`config.mk`:
```
export PLATFORM = sky130hd
export DESIGN_NAME = prio_intc
export DESIGN_NICKNAME = d
export VERILOG_FILES = /design/src/rtl/prio_intc.sv
export SDC_FILE = /design/constraint.sdc
export NUM_CORES = 1
export LEC_CHECK = 0
export BUFFER_PORTS_ARGS = -buffer_cell sky130_fd_sc_hd__buf_2
export CAP_MARGIN = 20
export CORE_UTILIZATION = 40
export DETAILED_ROUTE_END_ITERATION = 8
export MAX_ROUTING_LAYER = met4
export PLACE_DENSITY = 0.62
export SETUP_SLACK_MARGIN = 0.02
export SYNTH_ARGS = -nofsm -noshare
export SYNTH_HDL_FRONTEND = slang
export SYNTH_SLANG_ARGS = --single-unit
```
`constraint.sdc`:
```
create_clock -name clk -period 6.4 [get_ports clk]
set_input_delay 1.28 -clock clk [delete_from_list [all_inputs] [get_ports clk]]
set_output_delay 1.28 -clock clk [all_outputs]
set_load 0.005 [all_outputs]
```
`src/rtl/prio_intc.sv`:
```
module prio_intc #(
  parameter int N_SRC  = 8,
  parameter int N_DBG  = 2,
  parameter int VEC_W  = 16,
  parameter int ADDR_W = $clog2(N_SRC + 1)
) (
  input  logic              clk,
  input  logic              rst_n,
  input  logic              reg_we,
  input  logic [ADDR_W-1:0] reg_addr,
  input  logic [VEC_W-1:0]  reg_wdata,
  output logic [VEC_W-1:0]  reg_rdata,
  input  logic [N_SRC-1:0]  irq_req,
  input  logic              swi_lp,
  input  logic [1:0]        core_mask,
  input  logic              int_ack,
  output logic              int_req,
  output logic [VEC_W-1:0]  int_vec,
  output logic [1:0]        int_lvl,
  output logic              wake
);
  localparam int IDX_W = $clog2(N_SRC + 1);

  logic [VEC_W-1:0] base_q;
  logic [1:0]       fld_q [N_SRC];
  logic [1:0]       lvl_of [N_SRC];
  logic [N_SRC-1:0] hit [4];
  logic [3:0]       lvl_found;
  logic [IDX_W-1:0] lvl_idx [4];

  logic             acc;
  logic [1:0]       win_lvl;
  logic [IDX_W-1:0] win_idx;

  always_ff @(posedge clk or negedge rst_n) begin
    if (!rst_n) base_q <= '0;
    else if (reg_we && reg_addr == '0) base_q <= reg_wdata;
  end

  for (genvar s = 0; s < N_SRC; s++) begin : g_src
    always_ff @(posedge clk or negedge rst_n) begin
      if (!rst_n) fld_q[s] <= 2'b00;
      else if (reg_we && reg_addr == ADDR_W'(s + 1)) fld_q[s] <= reg_wdata[1:0];
    end
    if (s < N_DBG) begin : g_dbg
      assign lvl_of[s] = fld_q[s];
    end else begin : g_per
      assign lvl_of[s] = fld_q[s] - 2'd1;
    end
    for (genvar l = 0; l < 4; l++) begin : g_lv
      assign hit[l][s] = irq_req[s] && (fld_q[s] != 2'b00) && (lvl_of[s] == 2'(l));
    end
  end

  always_comb begin
    reg_rdata = base_q;
    for (int s = 0; s < N_SRC; s++)
      if (reg_addr == ADDR_W'(s + 1)) reg_rdata = {{(VEC_W-2){1'b0}}, fld_q[s]};
  end

  for (genvar l = 0; l < 4; l++) begin : g_arb
    always_comb begin
      lvl_found[l] = 1'b0;
      lvl_idx[l]   = '0;
      for (int s = N_SRC - 1; s >= 0; s--)
        if (hit[l][s]) begin
          lvl_found[l] = 1'b1;
          lvl_idx[l]   = IDX_W'(s);
        end
    end
  end

  always_comb begin
    acc     = 1'b0;
    win_lvl = 2'd0;
    win_idx = '0;
    for (int l = 0; l < 4; l++)
      if (lvl_found[l] && 2'(l) >= core_mask) begin
        acc     = 1'b1;
        win_lvl = 2'(l);
        win_idx = lvl_idx[l];
      end
    if (!acc && swi_lp && core_mask == 2'd0) begin
      acc     = 1'b1;
      win_lvl = 2'd0;
      win_idx = IDX_W'(N_SRC);
    end
  end

  always_ff @(posedge clk or negedge rst_n) begin
    if (!rst_n) begin
      int_req <= 1'b0;
      int_vec <= '0;
      int_lvl <= 2'd0;
    end else if (int_req) begin
      if (int_ack) int_req <= 1'b0;
    end else if (acc) begin
      int_req <= 1'b1;
      int_vec <= base_q + (VEC_W'(win_idx) << 1);
      int_lvl <= win_lvl;
    end
  end

  assign wake = int_req | acc;
endmodule

```
==> results of run 1 <==
==> critical path: stages <==
cell	delay (ns)
buf_2	0.12
and3b_1	0.20
or4_4	0.59
o41ai_4	0.50
nand4_1	0.17
or2_1	0.25
buf_2	0.12
==> cell families after synthesis <==
| kind of cell | count (synthesis) | synth area share, % |
|---|---|---|
| DFF | 51 | 40.59 |
| AOI/OAI and AO/OA | 60 | 14.09 |
| muxes | 50 | 18.62 |
| buffers and inverters | 14 | 1.910 |
| xor gates and xnor gates | 14 | 3.899 |
| and+or+nand+nor | 106 | 18.66 |
| adders and majority gates | 5 | 2.229 |
==> how the worst max path moves through the flow <==
stage                    start                       to  slack [ns]  cells after the start
floorplan           irq_req[1]  int_vec[11]$_DFFE_PN0P_        2.15                     12
global placement    irq_req[1]  int_vec[13]$_DFFE_PN0P_        1.80                     13
detailed placement  irq_req[1]  int_vec[15]$_DFFE_PN0P_        1.73                     12
CTS                 irq_req[1]                     wake        1.89                      7
global route        irq_req[1]  int_vec[15]$_DFFE_PN0P_        1.72                     13
finish              irq_req[1]                     wake        1.89                      7
==> layout make-up <==
class	instances	area [sq um]
Clock inverter	1	8.758
Timing Repair Buffer	73	372.9
Tap cell	99	123.9
Sequential cell	51	1276
Multi-Input combinational cell	235	1808
Inverter	5	18.77
Clock buffer	6	82.58
Fill cell	708	3717
==> cell usage in the layout, fill, tap and decap left out, drive strengths merged, types with 3 or more instances in the layout <==
master / instances
nand3b: 6
nor2: 13
clkbuf: 6
inv: 6
o21ai: 13
nand4: 7
nand3: 11
mux2: 48
a21o: 3
nor2b: 17
and3b: 7
buf: 73
a31oi: 6
a2bb2oi: 3
dfrtp: 51
and3: 5
xnor2: 10
xor2: 4
ha: 4
nor3: 4
o22ai: 5
o21a: 3
a21oi: 8
nand2: 24
and2: 3
==> power by group <==
part | leakage (nW) | internal, mW | switching [mW]
logic | 1.00 | 0.259 | 0.219
registers | 0.623 | 0.428 | 0.104
clock network | 0.0477 | 0.0873 | 0.109
total | 1.67 | 0.774 | 0.432
==> registers in the layout (all words and copies together) (netlist names) <==
| signal | count |
|---|---|
| fld_q | 16 |
| int_vec | 16 |
| int_lvl | 2 |
| int_req | 1 |
| base_q | 16 |
==> layer usage <==
metal	vias to the layer above	track usage [%]	share of wire (%)
met2	54	32.70	50
met1	1241	26.68	46
met4	0	4.435	0.93
met5	-	-	0
met3	6	2.778	3.6
li1	1258	-	-
==> stage by stage <==
stage / total power [mW] / cell area (sq um) / hold WS, ns / utilization (%) / setup slack (ns)
after floorplan: 0.8382 / 3144 / 0.4736 / - / 2.151
after global placement: 1.012 / 3600 / 0.4628 / 48.59 / 1.800
after detailed placement: 1.018 / 3600 / 0.4648 / 48.59 / 1.729
after CTS: 1.220 / 3691 / 0.4867 / 49.82 / 1.893
after global routing: 1.304 / 3691 / 0.5228 / 49.82 / 1.715
final: 1.207 / 3691 / 0.4801 / 49.82 / 1.894
==> cell usage after synthesis, drive strengths merged, types with 6 or more instances <==
cell / n
nand3: 11
a31oi: 6
nand2: 24
nor2b: 17
o21ai: 13
mux2: 48
and3b: 7
nand4: 7
a21oi: 8
dfrtp: 51
xnor2: 10
clkbuf: 7
nand3b: 6
nor2: 13
==> flow_metrics.tcl, run 1 <==
set metrics [dict create \
    critical_path_class "primary input to output pin" \
    cts_resized 0 \
    synth_area_sq_um 3144 \
    whs_path_depth 1 \
    routabilityCongestion 0.8641 \
    vias 2559 \
    r2r-start "fld_q[12]$_DFFE_PN0P_" \
    fin_crit_sh_pct 70.40 \
    synth-edff-count 0 \
    cts_root_buf "clkbuf_8" \
    dp_hpwl_um 5615 \
    synth_top_area_share_pct 40.59 \
    start_util_pct 42.44 \
    seq_area_frac_synth_pct 40.59 \
    start_kind "primary input" \
    n_antenna_cell 0 \
    row_count 31 \
    synth_warnings 0 \
    vdd_drop_max_uv 111.5 \
    clk_latency_ns 0.30 \
    drv_cap 0 \
    reg2reg_depth 12 \
    die_w_um 90.66 \
    yosysUniqueCellTypes 53 \
    post-synth-top-area-cell "dfrtp_1" \
    status "finished clean" \
    crit_arrival_ns 3.23 \
    slew_viol_final 0 \
    timing.fmax_ghz 0.2219 \
    grt_pass1_wl_um 12920 \
    ys_seq_elements 51 \
    critPathMaxFanout 4 \
    postCtsSetupBuffers 0 \
    grt_pass1_vias 2605 \
    powerDensity_nw_per_um2 327.0 \
    wl_per_cell_um 15.93 \
    viasPerCell 5.445 \
    tightest_slew_ns 0.9746 \
    grt-ovfl-total 0 \
    relSlewSlack_pct 34.18 \
    synthCells 300 \
    rsz0062_at_grt "false" \
    async_reset_ff_share_pct 100.0 \
    drt_iter0_markers 98 \
    synth_ff_type "dfrtp_1" \
    cts_buffers 5 \
    reg2reg_slack_ns 2.61 \
    cts_tree "built" \
    syn_area_per_cell_sq_um 10.48 \
    syn_to_final_growth_pct 17.39 \
    die_area_sq_um 8219 \
    core_sq_um 7408 \
    period_needed_ns 4.506 \
    antenna_left 0 \
    cts.sinks 51 \
    clock_path_buffers 2 \
    place_inst 463 \
    rr_endpoint "int_vec[15]$_DFFE_PN0P_" \
    io_buffers 70 \
    fin_cells 470 \
    htree_levels 2 \
    routed_wl_um 7488 \
    cts_hold_buf 0 \
    fin_nets 411 \
    num_io_pins 71 \
    min-delay-start "int_lvl[1]$_DFFE_PN0P_" \
    hold_viol 0 \
    grt_antenna_before_repair 0 \
    clkTransAtPathRegs_ns 0.09 \
    drive_above_1_share_pct 33.15 \
    final.setup.tns_ns 0 \
    p_leak_nw 1.671 \
    synth.area.top_cells "dfrtp_1 (41%), mux2_2 (14%), mux2_1 (3.6%), nor2b_1 (3.4%), nand2_1 (2.9%)" \
    worstHoldEndpoint "int_lvl[1]$_DFFE_PN0P_" \
    hp-class "flop to flop" \
    syn_nets 340 \
    grt_max_degree 52 \
    crit_path_end_kind "output pin" \
    drt_drc_violations_left 0 \
    setup_viol 0 \
    die_y_um 90.66 \
    finalClockSkew_ns 0.006728 \
    gr-usage-all-layers_pct 20.09 \
    drt_first_pass_iters 4 \
    critPathRequiredTime_ns 5.12 \
]
(Power assumes the default switching activity.)
==> run 2: changes to the inputs <==
--- a/config.mk
+++ b/config.mk
@@ -10,7 +10,7 @@
 export CORE_UTILIZATION = 40
 export DETAILED_ROUTE_END_ITERATION = 8
 export MAX_ROUTING_LAYER = met4
-export PLACE_DENSITY = 0.62
+export PLACE_DENSITY = 0.64
 export SETUP_SLACK_MARGIN = 0.02
 export SYNTH_ARGS = -nofsm -noshare
 export SYNTH_HDL_FRONTEND = slang
==> constraint.sdc (replaced) <==
create_clock -name clk -period 3.7 [get_ports clk]
set_input_delay 0.74 -clock clk [delete_from_list [all_inputs] [get_ports clk]]
set_output_delay 0.74 -clock clk [all_outputs]
set_load 0.005 [all_outputs]
==> run 2 against run 1 <==
Net effect: final area grew 6.5%; register-to-register slack lost 2.4 ns; clock power grew 75%; setup slack lost 1.8 ns; first-iteration DRC count grew 26%; largest cell class unchanged; highest routed layer unchanged.
==> flow_metrics.tcl, run 2 (synthesized netlist as in run 1, its figures left out) <==
set metrics [dict create \
    grt_pass1_wl_um 12860 \
    num_io_pins 71 \
    n_antenna_cell 0 \
    cts_buffers 5 \
    critPathRequiredTime_ns 3.89 \
    setup_viol 0 \
    p_leak_nw 1.804 \
    power.switching_uw 782.7 \
    routed_wl_um 7741 \
    grt-ovfl-total 0 \
    seqCellArea_sq_um 1276 \
    p_int_mw 1.428 \
    final_util_pct 53.05 \
    top_regs "base_q (16), fld_q (16), int_vec (16)" \
    clk_latency_ns 0.30 \
    reg2reg_depth 12 \
    core_sq_um 7408 \
    grt_pass1_vias 2626 \
    period_needed_ns 3.560 \
    switching_share_pct 35.41 \
    gr-usage-all-layers_pct 20.07 \
    slew_viol_final 0 \
    start_util_pct 42.44 \
    crit_buf_inv 1 \
    multi_input_area_sq_um 1862 \
    grt_antenna_before_repair 0 \
    start_kind "primary input" \
    fin_nets 435 \
    grt_max_degree 30 \
    status "finished clean" \
    cts_tree "built" \
    viasPerCell 5.414 \
    drt_drc_violations_left 0 \
    worstPathCellList "buf_2 -> and3b_1 -> or4_4 -> nor4_4 -> o311ai_1 -> a2bb2oi_2 -> ha_1 -> fa_1 -> nand3_1 -> a21oi_4 -> and3_1 -> xor2_1 -> mux2_1" \
    r2r-start "fld_q[13]$_DFFE_PN0P_" \
    die_w_um 90.66 \
    die_y_um 90.66 \
    max_stage_delay_ns 0.58 \
    drt_first_pass_iters 4 \
    tightest_slew_ns 0.8516 \
    drv_cap 0 \
    vdd_drop_max_uv 202.6 \
    cts.sinks 51 \
    powerDensity_nw_per_um2 562.4 \
    io_buffers 70 \
    dp_hpwl_um 5915 \
    drive_above_1_share_pct 39.14 \
    relSlewSlack_pct 43.07 \
    die_area_sq_um 8219 \
    nFillCells 681 \
    final_common_cell "buf_2" \
    critical_path_class "primary input to flop" \
    rsz0062_at_grt "false" \
    fin_cells 495 \
    routabilityCongestion 0.8892 \
    rr_endpoint "int_vec[11]$_DFFE_PN0P_" \
    reg2reg_slack_ns 0.23 \
    wl_per_cell_um 15.64 \
    htree_levels 2 \
    hp-class "primary input to asynchronous set/reset pin" \
    p_clk_share_pct 15.6 \
    cts_root_buf "clkbuf_8" \
    row_count 31 \
    antenna_left 0 \
    crit_path_end_kind "flop" \
    pwr-share-seq_pct 41.4 \
    critPathMaxFanout 4 \
    p_comb_share_pct 43.0 \
    vias 2680 \
    crit_arrival_ns 3.75 \
    hold_viol 0 \
    cp_slowest_cell "or4_4" \
    clkTransAtPathRegs_ns 0.10 \
    clock_path_buffers 2 \
    timing.fmax_ghz 0.2809 \
    syn_to_final_growth_pct 24.99 \
    drt_iter0_markers 123 \
    fin_crit_sh_pct 96.22 \
    critPathTopFamily "simple AND/OR/NAND/NOR gates" \
    finalClockSkew_ns 0.004597 \
    place_inst 486 \
    layout_common_cells "buf_2 (70), dfrtp_1 (51), mux2_2 (38)" \
]
## run 2: changes by cell type in the layout (fill, tap and decap cells not counted), sizes merged
cell    change
clkinv      +1
buf        +24
## run 2: stage by stage
step | power [mW] | setup TNS (ns) | cell area, sq um | hold slack (ns) | worst slack (ns)
5_1_grt | 2.381 | 0 | 3930 | 0.4400 | 0.01854
3_5_place_dp | 1.842 | -1.515 | 3782 | 0.4697 | -0.1985
4_1_cts | 2.193 | 0 | 3879 | 0.4147 | 0.1242
2_1_floorplan | 1.454 | 0 | 3154 | 0.4444 | 0.04191
6_report | 2.210 | 0 | 3930 | 0.4047 | 0.1400
3_3_place_gp | 1.824 | -0.9615 | 3775 | 0.4627 | -0.1328
## run 2: layout make-up
type,instances,area share [%]
Timing Repair Buffer,97,14.07
Clock inverter,2,0.3502
Tap cell,99,3.152
Inverter,5,0.4776
Multi-Input combinational cell,235,47.37
Sequential cell,51,32.47
Clock buffer,6,2.101
## run 2: worst max path at each step
stage | from | end | slack, ns | depth (start not counted)
floorplan | irq_req[1] | int_vec[11]$_DFFE_PN0P_ | 0.04 | 12
global placement | irq_req[1] | int_vec[15]$_DFFE_PN0P_ | -0.13 | 13
detailed placement | irq_req[1] | int_vec[15]$_DFFE_PN0P_ | -0.20 | 13
CTS | irq_req[1] | int_vec[15]$_DFFE_PN0P_ | 0.12 | 13
global route | irq_req[1] | int_vec[11]$_DFFE_PN0P_ | 0.02 | 13
finish | irq_req[1] | int_vec[11]$_DFFE_PN0P_ | 0.14 | 13
## run 2: routing by layer
layer,vias up,share of wire [%],global-route usage [%]
met2,44,50,32.77
li1,1310,-,-
met3,4,2.5,2.694
met4,0,0.71,4.570
met5,-,0,-
met1,1322,46,26.54
## run 2: power groups by stage
stage | clock network (mW) | registers (mW) | logic [mW]
finish | 0.345 | 0.915 | 0.951
floorplan | 0 | 0.882 | 0.572
detailed placement | 0 | 0.924 | 0.918
global route | 0.376 | 0.947 | 1.06
global placement | 0 | 0.921 | 0.903
CTS | 0.358 | 0.913 | 0.923
## run 2: what timing repair did
item,CTS,global route
gates resized for setup,0,8
buffers inserted,0,1
setup endpoints to repair,0,7
hold buffers,0,0
